`config.mk`:
```
export PLATFORM = sky130hd
export DESIGN_NAME = exec_region_profiler
export DESIGN_NICKNAME = d
export VERILOG_FILES = /design/src/rtl/profiler_pkg.sv /design/src/rtl/prof_prescaler.sv /design/src/rtl/prof_region.sv /design/src/rtl/prof_readout.sv /design/src/rtl/exec_region_profiler.sv
export SDC_FILE = /design/constraint.sdc
export NUM_CORES = 1
export LEC_CHECK = 0
export BUFFER_PORTS_ARGS = -buffer_cell sky130_fd_sc_hd__buf_4
export CELL_PAD_IN_SITES_DETAIL_PLACEMENT = 1
export CELL_PAD_IN_SITES_GLOBAL_PLACEMENT = 1
export CORE_MARGIN = 3
export CORE_UTILIZATION = 39
export CTS_CLUSTER_SIZE = 28
export DETAILED_ROUTE_END_ITERATION = 7
export PLACE_DENSITY = 0.87
export SYNTH_ARGS = -nofsm -noshare
export SYNTH_HDL_FRONTEND = slang
export SYNTH_SLANG_ARGS = --single-unit
```
`constraint.sdc`:
```
create_clock -name clk_i -period 2.52 [get_ports clk_i]
set_clock_uncertainty 0.05 [all_clocks]
set_input_delay 0 -clock clk_i [delete_from_list [all_inputs] [get_ports clk_i]]
set_output_delay 0 -clock clk_i [all_outputs]
set_load 0.005 [all_outputs]
```
`src/rtl/profiler_pkg.sv`:
```
`timescale 1ns/1ps
package profiler_pkg;

  localparam int PRESC_W = 5;

  // Mask of prescaler bits that must all be one for a tick; selects above 5 cap at /32.
  function automatic logic [PRESC_W-1:0] div_mask(input logic [2:0] sel);
    logic [PRESC_W-1:0] m;
    if (sel >= 3'd5) m = '1;
    else             m = PRESC_W'((6'd1 << sel) - 6'd1);
    return m;
  endfunction

  function automatic logic presc_tick(input logic [PRESC_W-1:0] cnt, input logic [2:0] sel);
    return (cnt & div_mask(sel)) == div_mask(sel);
  endfunction

endpackage

```
`src/rtl/prof_prescaler.sv`:
```
`timescale 1ns/1ps
module prof_prescaler
  import profiler_pkg::*;
(
  input  logic       clk_i,
  input  logic       rst_n_i,
  input  logic       clear_i,
  input  logic [2:0] div_sel_i,
  output logic       tick_o
);
  logic [PRESC_W-1:0] cnt_q;

  always_ff @(posedge clk_i or negedge rst_n_i) begin
    if (!rst_n_i)     cnt_q <= '0;
    else if (clear_i) cnt_q <= '0;
    else              cnt_q <= cnt_q + 1'b1;
  end

  assign tick_o = presc_tick(cnt_q, div_sel_i);
endmodule

```
`src/rtl/prof_region.sv`:
```
`timescale 1ns/1ps
module prof_region #(
  parameter int AW = 32,
  parameter int CW = 32
) (
  input  logic          clk_i,
  input  logic          rst_n_i,
  input  logic          clear_i,
  input  logic          running_i,
  input  logic          retire_valid_i,
  input  logic [AW-1:0] retire_pc_i,
  input  logic [AW-1:0] entry_addr_i,
  input  logic [AW-1:0] exit_addr_i,
  input  logic          mode_i,
  input  logic          tick_i,
  output logic          active_o,
  output logic          hit_entry_o,
  output logic          hit_exit_o,
  output logic [CW-1:0] measure_o,
  output logic [CW-1:0] entries_o
);
  function automatic logic [CW-1:0] sat_inc(input logic [CW-1:0] v);
    return (v == '1) ? v : v + 1'b1;
  endfunction

  logic          active_q;
  logic [CW-1:0] meas_q, ent_q;
  logic          step;

  assign hit_entry_o = running_i && retire_valid_i && (retire_pc_i == entry_addr_i);
  assign hit_exit_o  = running_i && retire_valid_i && (retire_pc_i == exit_addr_i);
  // Entry retire sees active_q still low; the exit retire sees it still high.
  assign step        = running_i && active_q && (mode_i ? retire_valid_i : tick_i);

  always_ff @(posedge clk_i or negedge rst_n_i) begin
    if (!rst_n_i) begin
      active_q <= 1'b0;
      meas_q   <= '0;
      ent_q    <= '0;
    end else if (clear_i) begin
      active_q <= 1'b0;
      meas_q   <= '0;
      ent_q    <= '0;
    end else begin
      if (hit_entry_o)     active_q <= 1'b1;
      else if (hit_exit_o) active_q <= 1'b0;
      if (hit_entry_o) ent_q  <= sat_inc(ent_q);
      if (step)        meas_q <= sat_inc(meas_q);
    end
  end

  assign active_o  = active_q;
  assign measure_o = meas_q;
  assign entries_o = ent_q;
endmodule

```
`src/rtl/prof_readout.sv`:
```
`timescale 1ns/1ps
module prof_readout #(
  parameter int NREG = 3,
  parameter int CW   = 32,
  parameter int RW   = 2
) (
  input  logic [NREG*CW-1:0] meas_flat_i,
  input  logic [NREG*CW-1:0] ent_flat_i,
  input  logic [RW-1:0]      rd_region_i,
  input  logic               rd_what_i,
  input  logic               running_i,
  output logic [CW-1:0]      rd_data_o,
  output logic               rd_valid_o
);
  logic [CW-1:0] picked;

  always_comb begin
    picked = '0;
    for (int i = 0; i < NREG; i++) begin
      if (rd_region_i == RW'(i))
        picked = rd_what_i ? ent_flat_i[i*CW +: CW] : meas_flat_i[i*CW +: CW];
    end
  end

  assign rd_valid_o = !running_i;
  assign rd_data_o  = running_i ? '0 : picked;
endmodule

```
`src/rtl/exec_region_profiler.sv`:
```
`timescale 1ns/1ps
module exec_region_profiler #(
  parameter int NREG = 3,
  parameter int AW   = 32,
  parameter int CW   = 32,
  localparam int RW  = (NREG > 1) ? $clog2(NREG) : 1
) (
  input  logic               clk_i,
  input  logic               rst_n_i,
  input  logic               retire_valid_i,
  input  logic [AW-1:0]      retire_pc_i,
  input  logic [NREG*AW-1:0] region_entry_i,
  input  logic [NREG*AW-1:0] region_exit_i,
  input  logic               mode_i,
  input  logic [2:0]         div_sel_i,
  input  logic               auto_start_i,
  input  logic               cpu_rst_n_i,
  input  logic               start_i,
  input  logic               stop_i,
  input  logic               clear_i,
  input  logic [RW-1:0]      rd_region_i,
  input  logic               rd_what_i,
  output logic [CW-1:0]      rd_data_o,
  output logic               rd_valid_o
);
  logic               running_q;
  logic               cpu_rel_q;
  logic               release_evt;
  logic               start_req;
  logic               tick;
  logic [NREG-1:0]    active;
  logic [NREG-1:0]    hit_entry;
  logic [NREG-1:0]    hit_exit;
  logic [NREG*CW-1:0] meas_flat;
  logic [NREG*CW-1:0] ent_flat;

  assign release_evt = cpu_rst_n_i && !cpu_rel_q;
  assign start_req   = start_i || (auto_start_i && release_evt);

  always_ff @(posedge clk_i or negedge rst_n_i) begin
    if (!rst_n_i) begin
      running_q <= 1'b0;
      cpu_rel_q <= 1'b1;
    end else begin
      cpu_rel_q <= cpu_rst_n_i;
      if (stop_i)                     running_q <= 1'b0;
      else if (start_req && !clear_i) running_q <= 1'b1;
    end
  end

  prof_prescaler u_presc (
    .clk_i     (clk_i),
    .rst_n_i   (rst_n_i),
    .clear_i   (clear_i),
    .div_sel_i (div_sel_i),
    .tick_o    (tick)
  );

  for (genvar g = 0; g < NREG; g++) begin : g_region
    prof_region #(.AW(AW), .CW(CW)) u_region (
      .clk_i          (clk_i),
      .rst_n_i        (rst_n_i),
      .clear_i        (clear_i),
      .running_i      (running_q),
      .retire_valid_i (retire_valid_i),
      .retire_pc_i    (retire_pc_i),
      .entry_addr_i   (region_entry_i[g*AW +: AW]),
      .exit_addr_i    (region_exit_i[g*AW +: AW]),
      .mode_i         (mode_i),
      .tick_i         (tick),
      .active_o       (active[g]),
      .hit_entry_o    (hit_entry[g]),
      .hit_exit_o     (hit_exit[g]),
      .measure_o      (meas_flat[g*CW +: CW]),
      .entries_o      (ent_flat[g*CW +: CW])
    );
  end

  prof_readout #(.NREG(NREG), .CW(CW), .RW(RW)) u_readout (
    .meas_flat_i (meas_flat),
    .ent_flat_i  (ent_flat),
    .rd_region_i (rd_region_i),
    .rd_what_i   (rd_what_i),
    .running_i   (running_q),
    .rd_data_o   (rd_data_o),
    .rd_valid_o  (rd_valid_o)
  );
endmodule

```
==> out/results.tsv <==
stage	metric	value	unit
status	failed_checks	setup timing	
clocking	clk_pin_slew_worst_paths	0.06	ns
sta	period_minus_slack	2.969	ns
worst_setup_path	required	2.87	ns
sta	fin_hold_ws	0.02562	ns
grt	antenna_found_initial	4	
layout	drive_above_1_share	0.3153	
floorplanning	num_rows	70	
sta	period_share	1.178	
worst_setup_path	timing.rr.start	g_region[0].u_region.measure_o[0]$_DFFE_PN0P_	
pwr	ir_drop	388.1	uV
clocking	cts_buffers	25	
yosys	synth_top_area_frac	0.3395	
grt	grt_remaining_overflow	0	
yosys	synth_area_per_cell	8.877	um^2
worst_setup_path	r2r.worst_path.cells	8	
worst_setup_path	start_kind	flop	
sta	setup_viol	22	
route	drt_iter0_drc	1401	
sta	maxSlewHeadroom	0.1606	
grt	grt_max_degree	109	
yosys	ys.warnings.count	0	
sta	max_freq	0.3368	GHz
floorplanning	die_w	200.9	um
worst_setup_path	cp_max_fo	4	
placed_design	post_dp_cell_area	18380	um^2
route	drtAntennaViolNets	0	
grt	grt_pass1_wl	99990	um
status	status	complete, but fails checks	
placed_design	dp_hpwl	47950	um
sta	finalMaxSlewViolations	0	
yosys	yosysSeqAreaShare	0.3413	
yosys	ys_types	57	
worst_setup_path	reg2reg_setup_slack	-0.45	ns
yosys	synth.most_common_cell	dfrtp_1	
clocking	tritoncts	done	
grt	grt_pass1_vias	17000	
clocking	cts.sinks	202	
worst_setup_path	slowest_delay	1.08	ns
floorplanning	dieArea	40360	um^2
grt	grt_usage	0.3142	
yosys	synthCells	1669	
yosys	synth_area	14820	um^2
worst_setup_path	end_kind	flop	
layout	finalNetCount	2301	
route	num_vias	16040	
worst_setup_path	critical_path.cell_chain	ha_4 > nand4_1 > nor4_1 > and2_1 > nand2_1 > nand4_1 > xor2_1 > nor2_1	
worst_setup_path	critPathSlowestCell	nor4_1	
floorplanning	start_util	0.3999	
route	totalWireLength	69630	um
worst_setup_path	arrival	3.32	ns
pwr	cellLeakagePower	8.427	nW
clocking	htreeDepth	1	
floorplanning	boundaryPins	272	
layout	area_growth	34.82	%
yosys	synth_enable_flop_cells	0	
job	drv_cap	0	
floorplanning	coreArea	37050	um^2
sta	fin_ws	-0.4490	ns
placed_design	port_buffers	271	
route	via_per_inst	6.219	
worst_setup_path	crit_type	reg2reg	
layout	design_area	19970	um^2
floorplanning	die_y	200.9	um
yosys	synth_seq_cells	202	
yosys	synth_nets	1916	
sta	worst_slew_pin_slew	1.248	ns
route	drtPass1Iterations	6	
worst_hold_path	hold_class	in2async	
route	drc	0	
worst_setup_path	worst_path_most_repeated_cell	nand4_1	
yosys	synth.area.top_cells	dfrtp_1 34%, xor2_1 10%, xnor2_1 8.3%	
worst_setup_path	r2r-end	g_region[0].u_region.measure_o[6]$_DFFE_PN0P_	
sta	rsz0062_at_grt	yes	
clocking	ctsLongestPathBuffers	3	
yosys	synthTopCellsByCount	201 x dfrtp_1, 188 x nor2_1, 171 x xor2_1	
yosys	synth_flop_cell	dfrtp_1	
sta	hold_violations	0	
yosys	synth_top_area_cell	dfrtp_1	
pwr	power.density	410.3	nW/um^2
placed_design	gp_congestion	1.031	
clocking	root_buffer	clkbuf_16	
yosys	postSynth.asyncResetShare	1.000	
route	wl_per_cell	27.00	um
clocking	insertion_delay	0.55	ns
[layer usage]
metal / wire [um] / GRT usage / share of wire / vias up
met1: 23930 / 0.3482 / 0.34 / 7908
met2: 34470 / 0.5565 / 0.50 / 996
met5: 14 / 0 / 0.00020 / -
met3: 5682 / 0.06259 / 0.082 / 370
met4: 5534 / 0.1875 / 0.079 / 2
li1: - / - / - / 6764
[cells by family after synthesis]
| family | count (synthesis) | synth area share |
|---|---|---|
| AND/OR/NAND/NOR | 752 | 0.2728 |
| XOR/XNOR | 311 | 0.1839 |
| flip-flops | 202 | 0.3413 |
| AO/OA/AOI/OAI | 171 | 0.07440 |
| buffers and inverters | 131 | 0.03589 |
| multiplexers | 94 | 0.08504 |
| adder cells (fa/ha/maj) | 8 | 0.006756 |
[per-stage QoR]
stage                     setup WS, ns  total power, mW  cells  TNS, ns  utilization
after CTS                    0.0004516            8.161   2558        0       0.5258
final                          -0.4490            8.195   2579   -3.659       0.5391
after detailed placement       -0.3040            4.472   2492   -13.74       0.4960
after floorplan               -0.01517            3.815   1669  -0.2022            -
after global placement         -0.2723            4.439   2492   -8.653       0.4960
after global routing           -0.4005            8.451   2577   -5.018       0.5390
[area by class of cell]
class	count	area [um^2]
fill	4242	17070
multi-input combinational	1336	9634
sequential	202	5057
timing repair buffer	466	3727
clock buffer	36	757.0
tap	504	630.6
inverter	23	86.33
clock inverter	8	71.32
antenna	4	10.01
[what timing repair did]
| action | 4_1_cts | 5_1_grt |
|---|---|---|
| buffers inserted | 4 | 17 |
| hold endpoints to repair | 121 | 0 |
| hold buffers | 18 | 0 |
| resized for setup | 13 | 66 |
| pin swaps | 4 | 18 |
| cloned | 0 | 1 |
| endpoints found under the setup margin | 38 | 96 |
[flip-flops by register name, indices dropped and copies added, names as in the netlist]
signal and flops:
cpu_rel_q 1, u_presc.cnt_q 5, g_region.u_region.active_o 3, g_region.u_region.measure_o 96, running_q 1, g_region.u_region.entries_o 96
[worst max-delay path, delay by kind of cell (launching register included)]
family,cells,cell delay [ns]
flops,1,0.39
fa+ha+maj,1,0.17
simple gates,6,2.01
xor+xnor,1,0.20
[layout by cell type (no fill, tap or decap), drive strengths merged, types with 6 or more instances in the layout]
cell         netlist  routed
nor3b              8       8
nand2             93      93
a221oi            12      12
o21ai             46      46
ha                 8       8
or4               27      27
and3              32      32
nand4             83      83
dfrtp            201     201
and2              13      13
mux2              55      55
xor2             171     171
dlygate4sd3        0      18
o31ai             15      15
nor2             188     188
nor4              61      61
nor2b             25      25
nand2b             7       7
buf               36     446
nor4b             15      15
mux2i             19      19
clkbuf            72      38
and4              21      21
a21oi             53      53
xnor2            140     140
or3               39      39
nor3              45      45
mux4              20      20
a22oi             20      20
nand3             85      85
inv               23      24
clkinv             0       6
[report_power, final]
part           internal (mW)  switching [mW]
logic                  0.556           0.665
registers               3.25         0.00606
clock network           2.18            1.54
total                   5.98            2.21
[worst max path at each step]
| stage | from | cells past startpoint | end | slack, ns |
|---|---|---|---|---|
| finish | g_region[0].u_region.measure_o[0]$_DFFE_PN0P_ | 8 | g_region[0].u_region.measure_o[6]$_DFFE_PN0P_ | -0.45 |
| global route | g_region[0].u_region.measure_o[0]$_DFFE_PN0P_ | 9 | g_region[0].u_region.measure_o[23]$_DFFE_PN0P_ | -0.40 |
| CTS | u_presc.cnt_q[2]$_DFF_PN0_ | 8 | g_region[1].u_region.measure_o[14]$_DFFE_PN0P_ | 0.0005 |
| detailed placement | div_sel_i[2] | 10 | g_region[1].u_region.measure_o[14]$_DFFE_PN0P_ | -0.30 |
| global placement | div_sel_i[2] | 11 | g_region[2].u_region.measure_o[7]$_DFFE_PN0P_ | -0.27 |
| floorplan | div_sel_i[2] | 10 | g_region[2].u_region.measure_o[9]$_DFFE_PN0P_ | -0.02 |
Power figures use the tool's default switching activity.
